<file path="config.mk">
export PLATFORM = sky130hd
export DESIGN_NAME = pci_post_wbuf
export DESIGN_NICKNAME = d
export VERILOG_FILES = /design/src/rtl/pwb_pkg.sv /design/src/rtl/pwb_store.sv /design/src/rtl/pwb_intake.sv /design/src/rtl/pwb_drain.sv /design/src/rtl/pci_post_wbuf.sv
export SDC_FILE = /design/constraint.sdc
export NUM_CORES = 1
export LEC_CHECK = 0
export BUFFER_PORTS_ARGS = -buffer_cell sky130_fd_sc_hd__buf_2
export CORE_UTILIZATION = 41
export DETAILED_ROUTE_END_ITERATION = 6
export SETUP_SLACK_MARGIN = 0.3
export SYNTH_ARGS = -nofsm -noshare
export SYNTH_HDL_FRONTEND = slang
export SYNTH_HIERARCHICAL = 1
export SYNTH_SLANG_ARGS = --single-unit
export TNS_END_PERCENT = 30
</file>
<file path="constraint.sdc">
create_clock -name clk -period 5.55 [get_ports clk]
set_clock_uncertainty 0.15 [all_clocks]
set_input_delay 0.8325 -clock clk [delete_from_list [all_inputs] [get_ports clk]]
set_output_delay 0.8325 -clock clk [all_outputs]
set_load 0.02 [all_outputs]
</file>
<file path="src/rtl/pwb_pkg.sv">
package pwb_pkg;
  localparam int AD_W = 32;
  localparam int BE_W = 4;

  // One queued PCI phase plus two markers written by the intake side
  typedef struct packed {
    logic            head;   // address phase of a burst
    logic            tail;   // final data phase of a burst
    logic [BE_W-1:0] cbe_n;  // command (head) or byte enables (data)
    logic [AD_W-1:0] ad;     // address (head) or data
  } pwb_entry_t;

  localparam int ENTRY_W = $bits(pwb_entry_t);

  typedef enum logic [1:0] {IN_IDLE, IN_DATA, IN_REJ} in_state_t;
  typedef enum logic [1:0] {DR_IDLE, DR_HOLD, DR_WAIT, DR_BEAT} dr_state_t;
endpackage

</file>
<file path="src/rtl/pwb_store.sv">
module pwb_store #(
  parameter int DEPTH = 4,
  parameter int W     = 38,
  parameter int CW    = $clog2(DEPTH + 1)
) (
  input  logic          clk,
  input  logic          rst,
  input  logic          push,
  input  logic [W-1:0]  wdata,
  input  logic          pop,
  output logic [W-1:0]  rdata,
  output logic [CW-1:0] level,
  output logic          empty
);
  localparam int AW = (DEPTH > 1) ? $clog2(DEPTH) : 1;
  localparam logic [AW-1:0] LAST_IDX = AW'(DEPTH - 1);

  logic [W-1:0]  mem [DEPTH];
  logic [AW-1:0] wr_ptr, rd_ptr;

  // storage array without reset so it maps onto distributed RAM
  always_ff @(posedge clk) begin
    if (push) mem[wr_ptr] <= wdata;
  end

  assign rdata = mem[rd_ptr];
  assign empty = (level == '0);

  always_ff @(posedge clk) begin
    if (rst) begin
      wr_ptr <= '0;
      rd_ptr <= '0;
      level  <= '0;
    end else begin
      if (push) wr_ptr <= (wr_ptr == LAST_IDX) ? '0 : wr_ptr + 1'b1;
      if (pop)  rd_ptr <= (rd_ptr == LAST_IDX) ? '0 : rd_ptr + 1'b1;
      case ({push, pop})
        2'b10:   level <= level + 1'b1;
        2'b01:   level <= level - 1'b1;
        default: level <= level;
      endcase
    end
  end
endmodule

</file>
<file path="src/rtl/pwb_intake.sv">
module pwb_intake
  import pwb_pkg::*;
#(
  parameter int DEPTH = 4,
  parameter int CW    = $clog2(DEPTH + 1)
) (
  input  logic            clk,
  input  logic            rst,
  input  logic            post_en,
  input  logic            hit,
  input  logic            frame_n,
  input  logic            irdy_n,
  input  logic [AD_W-1:0] ad,
  input  logic [BE_W-1:0] cbe_n,
  input  logic [CW-1:0]   level,
  output logic            push,
  output pwb_entry_t      entry,
  output logic            devsel_n,
  output logic            trdy_n,
  output logic            stop_n,
  output logic            stop_oe_n
);
  localparam logic [CW-1:0] CAP_FULL = CW'(DEPTH);

  in_state_t st;
  logic      full;

  // single-stage mode: one entry already counts as full
  assign full = post_en ? (level >= CAP_FULL) : (level != '0);

  always_comb begin
    push  = 1'b0;
    entry = '0;
    unique case (st)
      IN_IDLE: begin
        if (!frame_n && hit && !full) begin
          push        = 1'b1;
          entry.head  = 1'b1;
          entry.tail  = 1'b0;
          entry.cbe_n = cbe_n;
          entry.ad    = ad;
        end
      end
      IN_DATA: begin
        if (!irdy_n && !full) begin
          push        = 1'b1;
          entry.head  = 1'b0;
          entry.tail  = frame_n;
          entry.cbe_n = cbe_n;
          entry.ad    = ad;
        end
      end
      default: ;
    endcase
  end

  always_ff @(posedge clk) begin
    if (rst) begin
      st <= IN_IDLE;
    end else begin
      unique case (st)
        IN_IDLE: if (!frame_n && hit) st <= full ? IN_REJ : IN_DATA;
        IN_DATA: if (!irdy_n && !full && frame_n) st <= IN_IDLE;
        IN_REJ:  if (!irdy_n && frame_n) st <= IN_IDLE;
        default: st <= IN_IDLE;
      endcase
    end
  end

  // strobes decoded only from flops (state and queue level)
  assign devsel_n  = !(st == IN_DATA);
  assign trdy_n    = !(st == IN_DATA && !full);
  assign stop_n    = !((st == IN_DATA && full) || st == IN_REJ);
  assign stop_oe_n = stop_n;
endmodule

</file>
<file path="src/rtl/pwb_drain.sv">
module pwb_drain
  import pwb_pkg::*;
(
  input  logic            clk,
  input  logic            rst,
  input  logic            empty,
  input  pwb_entry_t      head_e,
  output logic            pop,
  input  logic            hlda,
  input  logic            rdy_n,
  output logic            hold,
  output logic            ads_n,
  output logic            blast_n,
  output logic            wr,
  output logic            mem,
  output logic [AD_W-1:0] addr,
  output logic [AD_W-1:0] data,
  output logic [BE_W-1:0] be_n
);
  localparam logic [AD_W-1:0] STEP = AD_W'(BE_W);

  dr_state_t st;
  logic      first_q;
  logic      take_addr, take_data;

  assign take_addr = (st == DR_HOLD) && hlda && !empty && head_e.head;
  assign take_data = (st == DR_WAIT) && !empty && !head_e.head;
  assign pop       = take_addr || take_data;

  always_ff @(posedge clk) begin
    if (rst) begin
      st      <= DR_IDLE;
      hold    <= 1'b0;
      ads_n   <= 1'b1;
      blast_n <= 1'b1;
      wr      <= 1'b0;
      mem     <= 1'b0;
      first_q <= 1'b0;
      addr    <= '0;
      data    <= '0;
      be_n    <= '0;
    end else begin
      ads_n <= 1'b1;
      unique case (st)
        DR_IDLE: begin
          if (!empty) begin
            hold <= 1'b1;
            st   <= DR_HOLD;
          end
        end
        DR_HOLD: begin
          if (take_addr) begin
            addr    <= head_e.ad;
            mem     <= head_e.cbe_n[2];
            first_q <= 1'b1;
            st      <= DR_WAIT;
          end
        end
        DR_WAIT: begin
          if (take_data) begin
            data    <= head_e.ad;
            be_n    <= head_e.cbe_n;
            blast_n <= !head_e.tail;
            ads_n   <= !first_q;
            first_q <= 1'b0;
            wr      <= 1'b1;
            st      <= DR_BEAT;
          end
        end
        DR_BEAT: begin
          if (!rdy_n) begin
            wr      <= 1'b0;
            blast_n <= 1'b1;
            if (!blast_n) begin
              if (empty) begin
                hold <= 1'b0;
                st   <= DR_IDLE;
              end else begin
                st <= DR_HOLD;
              end
            end else begin
              addr <= addr + STEP;
              st   <= DR_WAIT;
            end
          end
        end
        default: st <= DR_IDLE;
      endcase
    end
  end
endmodule

</file>
<file path="src/rtl/pci_post_wbuf.sv">
module pci_post_wbuf
  import pwb_pkg::*;
#(
  parameter int DEPTH = 4
) (
  input  logic            clk,
  input  logic            rst,
  input  logic            post_en,
  input  logic            pci_hit,
  input  logic            pci_frame_n,
  input  logic            pci_irdy_n,
  input  logic [31:0]     pci_ad,
  input  logic [3:0]      pci_cbe_n,
  output logic            pci_devsel_n,
  output logic            pci_trdy_n,
  output logic            pci_stop_n,
  output logic            pci_stop_oe_n,
  input  logic            loc_hlda,
  input  logic            loc_rdy_n,
  output logic            loc_hold,
  output logic            loc_ads_n,
  output logic            loc_blast_n,
  output logic            loc_wr,
  output logic            loc_mem,
  output logic [31:0]     loc_addr,
  output logic [31:0]     loc_data,
  output logic [3:0]      loc_be_n
);
  localparam int CW = $clog2(DEPTH + 1);

  logic          q_push, q_pop, q_empty;
  logic [CW-1:0] buf_level;
  pwb_entry_t    in_entry, out_entry;
  logic [ENTRY_W-1:0] out_raw;

  pwb_intake #(.DEPTH(DEPTH), .CW(CW)) u_intake (
    .clk      (clk),
    .rst      (rst),
    .post_en  (post_en),
    .hit      (pci_hit),
    .frame_n  (pci_frame_n),
    .irdy_n   (pci_irdy_n),
    .ad       (pci_ad),
    .cbe_n    (pci_cbe_n),
    .level    (buf_level),
    .push     (q_push),
    .entry    (in_entry),
    .devsel_n (pci_devsel_n),
    .trdy_n   (pci_trdy_n),
    .stop_n   (pci_stop_n),
    .stop_oe_n(pci_stop_oe_n)
  );

  pwb_store #(.DEPTH(DEPTH), .W(ENTRY_W), .CW(CW)) u_store (
    .clk  (clk),
    .rst  (rst),
    .push (q_push),
    .wdata(in_entry),
    .pop  (q_pop),
    .rdata(out_raw),
    .level(buf_level),
    .empty(q_empty)
  );

  assign out_entry = pwb_entry_t'(out_raw);

  pwb_drain u_drain (
    .clk    (clk),
    .rst    (rst),
    .empty  (q_empty),
    .head_e (out_entry),
    .pop    (q_pop),
    .hlda   (loc_hlda),
    .rdy_n  (loc_rdy_n),
    .hold   (loc_hold),
    .ads_n  (loc_ads_n),
    .blast_n(loc_blast_n),
    .wr     (loc_wr),
    .mem    (loc_mem),
    .addr   (loc_addr),
    .data   (loc_data),
    .be_n   (loc_be_n)
  );
endmodule

</file>
After elaboration in Yosys (flattened, before gate mapping). Memories as Yosys holds them, arrays and structs flattened. A register that Yosys moved wholly into a read port is not among the register bits. Index checks and enable logic that the tools add are counted.

Latch bits: 0. Memories kept: 1. Word-level logic and storage cells: 128. Memory bits (read-only): 0. RAM bits: 152. Output and inout bits: 77. Flip-flop bits (word level): 85. Input bits: 44.

Memories: u_store.mem (depth 4, width 38, read ports 1, clocked after Yosys merged registers in 1, write ports 1, RTL line pwb_store.sv:18) `logic [W-1:0] mem [DEPTH];`.

Equal/unequal tests: 19. Reductions and logical operators: 42. Shifts and indexed selects: 0. Multiplexer cells: 44. $lt $le $gt $ge: 1. Bitwise gates (word level): 2. $mul: 0. Div/mod/pow operators: 0. Add/subtract/negate cells: 5.

Operator list (number): $mux W32 (3); $pmux W38 S2 (1); $pmux W32 S2 (1); $mux W38 (1); $mux W37 (1); $add A32 B3 Y32 const B (1); $mux W2 (13); $mux W1 (16); $ne A2 B1 Y1 const B (7); $eq A2 B2 Y1 const B (6); $logic_and A1 B1 Y1 (12); $logic_not A1 Y1 (10); $pmux W1 S2 (5); $reduce_bool A2 Y1 (5); $reduce_and A3 Y1 (3); $pmux W2 S4 (1); $reduce_and A4 Y1 (2); $eq A2 B1 Y1 const B (3); $ne A2 B2 Y1 const B (3); $pmux W2 S3 (1); $pmux W3 S2 (1); $reduce_and A5 Y1 (1); $add A2 B1 Y2 const B (2); $logic_not A2 Y1 (2); other kinds (9) (12).

Depth between registers and ports, before layout. Gate-level depths: netlist (run 1).

Word-level depth: 8. Mapped depth: 13.

By module. The synthesis (run 1) kept the hierarchy.

By module, submodules not included: pwb_store (times used 1, area an instance 5939.4 um^2, cells an instance 245); pwb_drain (times used 1, area an instance 3575.9 um^2, cells an instance 473); pwb_intake (times used 1, area an instance 488.0 um^2, cells an instance 63).

Worst setup path before layout (run 1). No wires, ideal clock.

Kind: reg-to-reg. Start: reg with a tool-made name. End: reg u_store.level[2]. Path slack: 2.069 ns. Arrival: 3.261 ns. Stages on the path, launching flop included: 13. Cells stage by stage: dfxtp_1 -> buf_6 -> mux4_2 -> or4b_2 -> clkbuf_1 -> clkbuf_1 -> nand2_1 -> ha_1 -> inv_1 -> fa_1 -> xor2_1 -> or3_1 -> a21oi_1.

RTL lines: to (signal assigned) (RTL line pwb_store.sv:38) `2'b10: level <= level + 1'b1;`; to (signal assigned) (RTL line pwb_store.sv:39) `2'b01: level <= level - 1'b1;`; to (signal assigned) (RTL line pwb_store.sv:40) `default: level <= level;`; to (decl) (RTL line pwb_store.sv:12) `output logic [CW-1:0] level,`.

Final worst setup path (run 1).
Start: reg u_store.level[2]. End: reg u_store.level[2].

RTL lines: $logic_not A3 Y1 * (RTL line pwb_store.sv:27) `assign empty = (level == '0);`; named net q_empty (RTL line pci_post_wbuf.sv:31) `logic q_push, q_pop, q_empty;`; $logic_not A1 Y1 * (RTL line pwb_drain.sv:26, pwb_drain.sv:27); $logic_and A1 B1 Y1, on equally long branches (2 in a row) (RTL line pwb_drain.sv:26, pwb_drain.sv:27); $logic_or A1 B1 Y1 * (RTL line pwb_drain.sv:28) `assign pop = take_addr || take_data;`; named net q_pop (RTL line pci_post_wbuf.sv:31); $eq A2 B1 Y1 / $eq A2 B2 Y1 (equally long branches) (RTL line pwb_store.sv:37) `case ({push, pop})`; $pmux W3 S2 / $reduce_bool A2 Y1 (equally long branches).

The timed path passes the listed nets; every way through them passes the cells marked *. A chain may end at the register's enable or synchronous reset.

==> metrics.cfg, run 1 <==
[yosys]
synthFlopType = edfxtp_1
yosysSeqAreaShare = 0.630
synth_cell_types = 72
synth_edf_count = 152
netlist_area_um2 = 10000
synth_fp_nets = 833
synthCells = 781
yosys_warnings = 6
synthArstFlopShare = 0
ys_ff_latch = 239
syn_area_per_cell_um2 = 12.8

[placed_design]
gp_congestion = 0.878
dp_cells = 1186
portBuffers = 120
dp_hpwl_um = 15500

[sta]
rsz0062_at_grt = no
drv_slew = 0
finalCritPeriodShare = 0.718
fmax_ghz = 0.251
fin_crit_ns = 3.99
fin_setup_tns_ns = 0
worst_pin_slew_ns = 1.03
hold_violations = 0
finalSetupViolCount = 0
relSlewSlack = 0.313

[floorplanning]
initial_core_util = 0.422
die-area_um2 = 25000
die-width_um = 158
pin_count = 121
core_um2 = 23700
die_y_um = 158
rows = 56

[clock_tree]
cts-buffers-inserted = 26
ctsResizeCount = 0
cts_buffer_depth = 3
clk_latency_ns = 0.52
ctsRootBufferMaster = clkbuf_16
tritoncts = yes
path_clk_slew_ns = 0.06
postCtsSetupRepairBufs = 0
h-tree-depth = 1
cts.sinks = 239
hold_buffers = 0

[detailed_routing]
routed_via_density = 5.36
drt_iter0_markers = 452
drc_errors = 0
first_pass_iters = 5
ant_nets = 0
num_vias = 6611
routed_wl_um = 23300
wl_per_cell_um = 18.9

[power_and_ir_drop]
p_leak_nw = 4.13
p_per_area_nw_per_um2 = 333
vdd_ir_drop_max_mv = 0.167

[final_layout]
multi_input_area_um2 = 3400
fin_util = 0.494
drive_gt1_frac = 0.263
regArea_um2 = 6310
stdcell_count = 1234
nets = 947
area_delta_synth_final_pct = 16.9
fill_cells = 2157
diodes = 0

[critical_path]
worstSetupStartpointType = flip-flop
critPathMaxStageDelay_ns = 0.87
path_buf_inv = 1
cpMaxStageDelayCell = nor4bb_1
crit_fanout = 13
path_class = flip-flop to flip-flop
cp_top_family = simple AND/OR/NAND/NOR gates
path_common_cell = nand2_1
cp.required_ns = 5.85
crit_chain = nor3_1 > nor4bb_1 > nand2_1 > nand2_1 > ha_1 > inv_1 > fa_1 > xor2_1 > or3_1 > a21oi_1
worstSetupEndpointType = flip-flop
arrival_ns = 4.28

[grt]
grt_max_degree = 42
track_usage = 0.188
overflow = 0
grt_pass1_wl_um = 35500
grt_pass1_vias = 6239
antenna_found_initial = 0

[outcome]
outcome = finished clean

[min_path]
hold_path.class = flip-flop to flip-flop

[job]
max_cap_viol_count = 0

-- report_power, final --
group	internal [mW]	total [mW]	switching, mW
Clock	1.01	1.66	0.656
Combinational	0.0955	0.253	0.157
Sequential	1.96	1.98	0.0268
-- final cells by class --
type | instances | share of cell area
clock buffer | 40 | 0.0665
clock inverter | 8 | 0.00546
timing repair buffer | 133 | 0.0597
tap | 319 | 0.0341
multi-input combinational | 483 | 0.291
inverter | 12 | 0.00385
sequential | 239 | 0.539
-- cell families (layout without fill, tap and decap cells) --
family	after synthesis	after routing	synth area share
flip-flops	239	239	0.630
AND/OR/NAND/NOR	284	284	0.145
buffers and inverters	59	193	0.0301
AO/OA/AOI/OAI	145	145	0.0906
adder cells (fa/ha/maj)	8	8	0.0108
XOR/XNOR	2	2	0.00175
multiplexers	44	44	0.0917
-- through the flow --
step           setup slack [ns]  cell area (um2)  power (mW)  hold WS (ns)
2_1_floorplan              2.07            10000        2.18         0.234
6_report                   1.56            11700        3.90         0.301
3_5_place_dp               1.52            10900        2.27         0.296
5_1_grt                    1.09            11700        4.04         0.322
4_1_cts                    1.57            11700        3.94         0.304
3_3_place_gp               1.57            10900        2.27         0.292
-- final timing paths --
path,from,end,slack (ns),depth (start not counted)
hold / removal,u_drain/data[31]$_SDFFE_PP0P_,u_drain/data[31]$_SDFFE_PP0P_,0.30,2
setup / recovery,u_store/level[2]$_SDFFE_PP0P_,u_store/level[2]$_SDFFE_PP0P_,1.56,10
setup reg to reg,u_store/level[2]$_SDFFE_PP0P_,u_store/level[2]$_SDFFE_PP0P_,1.56,10
hold reg to reg,u_drain/data[31]$_SDFFE_PP0P_,u_drain/data[31]$_SDFFE_PP0P_,0.30,2
-- worst reg2reg max path, delay by kind of cell, from the launching register on --
kind            cells  cell delay (ns)
compound gates      1             0.13
fa+ha+maj           2             0.61
buf+inv             1             0.06
flops               1             0.51
simple gates        5             2.31
xor+xnor            1             0.16
-- per-layer routing --
layer	share of wire	wire (um)	vias to the layer above	track usage
li1	-	-	3154	-
met1	0.48	11100	3240	0.275
met2	0.46	10600	184	0.292
met3	0.052	1210	33	0.0263
met4	0.015	339	0	0.0490
met5	0	0	-	0
-- flip-flops by register name (all words and copies together) (netlist names), named ones only --
signal and count:
u_store/mem 152, u_drain/addr 32, u_drain/data 32, u_drain/be_n 4, u_store/level 3, u_drain/st 2, u_intake/st 2, u_store/rd_ptr 2
u_store/wr_ptr 2, u_drain/ads_n 1, u_drain/blast_n 1, u_drain/first_q 1, u_drain/hold 1, u_drain/mem 1, u_drain/wr 1
-- Yosys cell counts, drive strengths merged (3+ instances only) --
library cell / n / area share
a2111oi: 3 / 0.0046
a211oi: 7 / 0.0053
a21o: 3 / 0.0023
a21oi: 70 / 0.035
a22oi: 4 / 0.0030
a311oi: 4 / 0.0035
a31oi: 4 / 0.0025
and2: 42 / 0.028
and3: 7 / 0.0044
buf: 16 / 0.014
clkbuf: 31 / 0.012
dfxtp: 87 / 0.17
edfxtp: 152 / 0.46
ha: 7 / 0.0088
inv: 12 / 0.0045
mux2i: 5 / 0.0050
mux4: 38 / 0.086
nand2: 111 / 0.042
nand3: 23 / 0.012
nand4: 13 / 0.0096
nor2: 41 / 0.015
nor3: 13 / 0.0070
nor3b: 3 / 0.0023
nor4: 7 / 0.0059
o21a: 3 / 0.0023
o21ai: 21 / 0.011
o31ai: 6 / 0.0045
or2b: 3 / 0.0023
or3: 6 / 0.0038
-- placed cells by master, fill, tap and decap left out, types with 4 or more instances in the layout --
cell type	Yosys	final
clkbuf_1	31	7
and2_2	16	16
mux2i_1	5	5
a211oi_1	7	7
o21ai_0	20	20
and2_1	26	26
nand2_1	111	111
a311oi_1	4	4
or3_1	6	6
inv_1	12	12
edfxtp_1	152	152
clkinv_2	0	6
nand3_1	23	23
ha_1	7	7
clkbuf_16	0	28
a31oi_1	4	4
a21oi_1	70	70
and3_1	7	7
nand4_1	12	12
buf_4	2	13
nor3_1	12	12
a22oi_1	4	4
o31ai_1	6	6
mux4_2	38	38
nor2_1	41	41
buf_2	8	120
nor4_1	6	6
dfxtp_1	87	86
No activity file was read; power rests on OpenSTA's default activity.
==> inputs of run 2 (changes only) <==
==> constraint.sdc (replaced) <==
create_clock -name clk -period 3.3 [get_ports clk]
set_clock_uncertainty 0.15 [all_clocks]
set_input_delay 0.495 -clock clk [delete_from_list [all_inputs] [get_ports clk]]
set_output_delay 0.495 -clock clk [all_outputs]
set_load 0.02 [all_outputs]
==> run 2 against run 1 <==
Critical path depth fell by 1. First-iteration DRC count rose by 18%. Critical path type unchanged. Power rose by 68%. Combinational power rose by 83%. Maximum frequency rose by 39%. Hold slack got worse by 0.12 ns. Routed wire length rose by 3.9%. Sequential cell count did not move.
==> metrics.cfg, run 2 (same netlist as run 1, synthesis figures left out) <==
[outcome]
outcome = finished clean

[clock_tree]
clk_latency_ns = 0.51
tritoncts = yes
h-tree-depth = 1
postCtsSetupRepairBufs = 0
path_clk_slew_ns = 0.06
cts-buffers-inserted = 26
cts_buffer_depth = 3
cts.sinks = 239
ctsRootBufferMaster = clkbuf_16

[floorplanning]
initial_core_util = 0.422
pin_count = 121
die_y_um = 158
rows = 56
die-area_um2 = 25000
core_um2 = 23700
die-width_um = 158

[power_and_ir_drop]
p_per_area_nw_per_um2 = 552
power.total_mw = 6.54
vdd_ir_drop_max_mv = 0.324
p_leak_nw = 4.18

[sta]
relSlewSlack = 0.431
finalSetupViolCount = 0
fmax_ghz = 0.350
drv_slew = 0
fin_setup_tns_ns = 0
finalCritPeriodShare = 0.867
worst_pin_slew_ns = 0.846
hold_violations = 0
fin_crit_ns = 2.86
rsz0062_at_grt = no

[final_layout]
fill_cells = 2168
multi_input_area_um2 = 3430
layout_common_cells = edfxtp_1 (152), buf_2 (120), nand2_1 (110)
final_common_cell = edfxtp_1
top_register = u_store/mem
drive_gt1_frac = 0.277
final_area_um2 = 11800
regArea_um2 = 6310
fin_util = 0.500
largest_reg_flops = 152
diodes = 0
area_delta_synth_final_pct = 18.3
nets = 959
stdcell_count = 1244
reg_top3 = u_store/mem: 152 flops, u_drain/addr: 32 flops, u_drain/data: 32 flops

[detailed_routing]
ant_nets = 0
first_pass_iters = 5
drt_iter0_markers = 534
routed_wl_um = 24200
drc_errors = 0
num_vias = 6741
routed_via_density = 5.42
wl_per_cell_um = 19.5

[placed_design]
gp_congestion = 0.816
dp_hpwl_um = 16000
dp_cells = 1198
portBuffers = 120
place_area_um2 = 11000

[critical_path]
path_class = flip-flop to flip-flop
arrival_ns = 3.15
cp.required_ns = 3.59
worstSetupStartpointType = flip-flop
worstSetupEndpointType = flip-flop
crit_fanout = 4

[grt]
track_usage = 0.196
grt_max_degree = 43
antenna_found_initial = 0
overflow = 0
grt_pass1_wl_um = 37000
grt_pass1_vias = 6470

[job]
max_cap_viol_count = 0

[min_path]
hold_path.class = primary input to flip-flop

run 2: changes by cell type in the layout (fill, tap and decap cells not counted), moves of 2 or more:
cell,previous run,this run
buf_12,0,4
and2_1,26,24
and2_2,16,18
clkinv_1,1,5
buf_4,13,21
clkbuf_4,3,0
clkbuf_1,7,4
clkbuf_8,2,0
run 2: power by group:
part	internal, mW	switching, mW
clock	1.64	1.12
combinational	0.180	0.282
sequential	3.29	0.0359
run 2: stage by stage:
step | hold slack [ns] | setup WS (ns)
6_report | 0.182 | 0.441
5_1_grt | 0.177 | 0.311
4_1_cts | 0.163 | 0.427
3_5_place_dp | 0.252 | 0.456
3_3_place_gp | 0.253 | 0.502
2_1_floorplan | 0.234 | 0.182
run 2: final timing paths:
kind                                              startpoint                            end  slack, ns  depth (start not counted)
worst max-delay path            u_store/mem[2][37]$_DFFE_PP_  u_store/level[2]$_SDFFE_PP0P_       0.44                          9
worst min-delay path                               pci_ad[7]    u_store/mem[0][7]$_DFFE_PP_       0.18                          2
worst max register to register  u_store/mem[2][37]$_DFFE_PP_  u_store/level[2]$_SDFFE_PP0P_       0.44                          9
worst min register to register  u_drain/first_q$_SDFFE_PP0P_       u_drain/ads_n$_SDFF_PP1_       0.27                          1
run 2: worst max-delay path, stage by stage, from the launching register on:
cell and delay (ns):
edfxtp_1 0.37, mux4_2 0.52, or4b_4 0.53, nand2_4 0.12
ha_4 0.14, inv_1 0.05, fa_2 0.34, xor2_1 0.15
or3_1 0.32, a21oi_2 0.11
run 2: layout make-up:
class                      instances  area share
sequential                       239       0.533
multi-input combinational        483       0.290
timing repair buffer             145      0.0708
clock buffer                      31      0.0584
tap                              319      0.0337
clock inverter                    15      0.0103
inverter                          12     0.00381
run 2: metal layers:
| metal | part of all wire | track usage | routed length, um |
|---|---|---|---|
| met5 | 0 | 0 | 0 |
| met4 | 0.012 | 0.0380 | 281 |
| met3 | 0.048 | 0.0246 | 1160 |
| met2 | 0.48 | 0.319 | 11500 |
| met1 | 0.46 | 0.282 | 11200 |
run 2: timing repair:
| item | 4_1_cts | 5_1_grt |
|---|---|---|
| gates resized for setup | 0 | 1 |
| hold buffers | 0 | 0 |
| endpoints found under the setup margin | 0 | 1 |
==> inputs of run 3 (changes only) <==
--- a/config.mk
+++ b/config.mk
@@ -8,6 +8,7 @@
 export BUFFER_PORTS_ARGS = -buffer_cell sky130_fd_sc_hd__buf_2
 export CORE_UTILIZATION = 41
 export DETAILED_ROUTE_END_ITERATION = 6
+export PLACE_DENSITY = 0.67
 export SETUP_SLACK_MARGIN = 0.3
 export SYNTH_ARGS = -nofsm -noshare
 export SYNTH_HDL_FRONTEND = slang
==> run 3 against run 2 <==
Hold slack worse by 0.0011 ns. Sequential cell count unchanged. Sequential power about the same. Largest cell class unchanged.
==> metrics.cfg, run 3 (same netlist as run 1, synthesis figures left out) <==
[critical_path]
path_buf_inv = 1
worstSetupStartpointType = flip-flop
crit_fanout = 4
cpMaxStageDelayCell = mux4_2
r2r_slack_ns = 0.42
cp.required_ns = 3.58
arrival_ns = 3.16
critPathMaxStageDelay_ns = 0.52
path_class = flip-flop to flip-flop
cp_top_family = simple AND/OR/NAND/NOR gates
worstSetupEndpointType = flip-flop
crit_chain = mux4_2 > or4b_4 > nand2_4 > ha_4 > inv_1 > fa_2 > xor2_1 > or3_1 > a21oi_1

[clock_tree]
ctsRootBufferMaster = clkbuf_16
clk_latency_ns = 0.51
hold_buffers = 0
cts.sinks = 239
postCtsSetupRepairBufs = 0
cts-buffers-inserted = 24
path_clk_slew_ns = 0.06
h-tree-depth = 1
tritoncts = yes
cts_buffer_depth = 3
ctsResizeCount = 0

[final_layout]
largest_reg_flops = 152
diodes = 0
top_register = u_store/mem
reg_top3 = u_store/mem: 152 flops, u_drain/addr: 32 flops, u_drain/data: 32 flops
fill_cells = 2115
area_delta_synth_final_pct = 18.7
nets = 953
final_area_um2 = 11900
drive_gt1_frac = 0.271
layout_common_cells = edfxtp_1 (152), buf_2 (120), nand2_1 (110)
final_common_cell = edfxtp_1

[grt]
grt_pass1_wl_um = 37100
overflow = 0
grt_pass1_vias = 6520
track_usage = 0.196
antenna_found_initial = 0
grt_max_degree = 46

[detailed_routing]
routed_via_density = 5.43
routed_wl_um = 24100
num_vias = 6722
drc_errors = 0
first_pass_iters = 5
drt_iter0_markers = 490
wl_per_cell_um = 19.4
ant_nets = 0

[floorplanning]
pin_count = 121
initial_core_util = 0.422
die-width_um = 158
rows = 56
die_y_um = 158
die-area_um2 = 25000
core_um2 = 23700

[power_and_ir_drop]
p_switching_mw = 1.40
intPower_mw = 5.37
pwr-share-comb = 0.066
p_sw_frac = 0.207
p_per_area_nw_per_um2 = 570
p_leak_nw = 4.19
power_frac_clock = 0.442
vdd_ir_drop_max_mv = 0.394
p_seq_frac = 0.492

[sta]
worst_pin_slew_ns = 0.925
hold_violations = 0
drv_slew = 0
relSlewSlack = 0.384
fin_setup_tns_ns = 0
finalCritPeriodShare = 0.874
finalSetupViolCount = 0
rsz0062_at_grt = no
fmax_ghz = 0.347
fin_crit_ns = 2.88

[placed_design]
dp_hpwl_um = 15900
place_area_um2 = 11000
portBuffers = 120
gp_congestion = 0.804

[outcome]
outcome = finished clean

[min_path]
hold_path.class = primary input to flip-flop

[job]
max_cap_viol_count = 0

==> run 3: final cells by class <==
type	count	area, um2	share of cell area
sequential	239	6310	0.531
multi-input combinational	483	3430	0.289
timing repair buffer	141	808	0.0681
clock buffer	35	683	0.0576
tap	319	399	0.0336
clock inverter	9	196	0.0165
inverter	12	45.0	0.00379
==> run 3: power by group through the flow <==
stage          Sequential (mW)  Combinational (mW)  Clock [mW]
2_1_floorplan             3.39               0.285           0
3_3_place_gp              3.39               0.441           0
3_5_place_dp              3.40               0.448           0
4_1_cts                   3.33               0.451        3.05
5_1_grt                   3.34               0.488        3.15
6_report                  3.33               0.445        2.99
==> run 3: metrics by stage <==
| step | power [mW] | std cells | utilization | setup slack, ns | hold WS, ns |
|---|---|---|---|---|---|
| 6_report | 6.77 | 1238 | 0.501 | 0.417 | 0.181 |
| 5_1_grt | 6.98 | 1238 | 0.501 | 0.356 | 0.186 |
| 4_1_cts | 6.84 | 1238 | 0.501 | 0.437 | 0.172 |
| 3_5_place_dp | 3.85 | 1194 | 0.464 | 0.460 | 0.251 |
| 3_3_place_gp | 3.83 | 1194 | 0.464 | 0.495 | 0.252 |
| 2_1_floorplan | 3.68 | 781 | - | 0.182 | 0.234 |
==> run 3: final timing paths <==
kind         cells after the start                         start                             to
max                              9  u_store/mem[2][37]$_DFFE_PP_  u_store/level[2]$_SDFFE_PP0P_
min                              2                     pci_ad[2]    u_store/mem[1][2]$_DFFE_PP_
max reg2reg                      9  u_store/mem[2][37]$_DFFE_PP_  u_store/level[2]$_SDFFE_PP0P_
min reg2reg                      1  u_drain/first_q$_SDFFE_PP0P_       u_drain/ads_n$_SDFF_PP1_
==> run 3: layer usage <==
layer | vias to the layer above | routed length, um | global-route usage
li1 | 3166 | - | -
met4 | 0 | 404 | 0.0495
met5 | - | 0 | 0
met1 | 3308 | 10600 | 0.273
met3 | 27 | 1310 | 0.0263
met2 | 221 | 11700 | 0.324
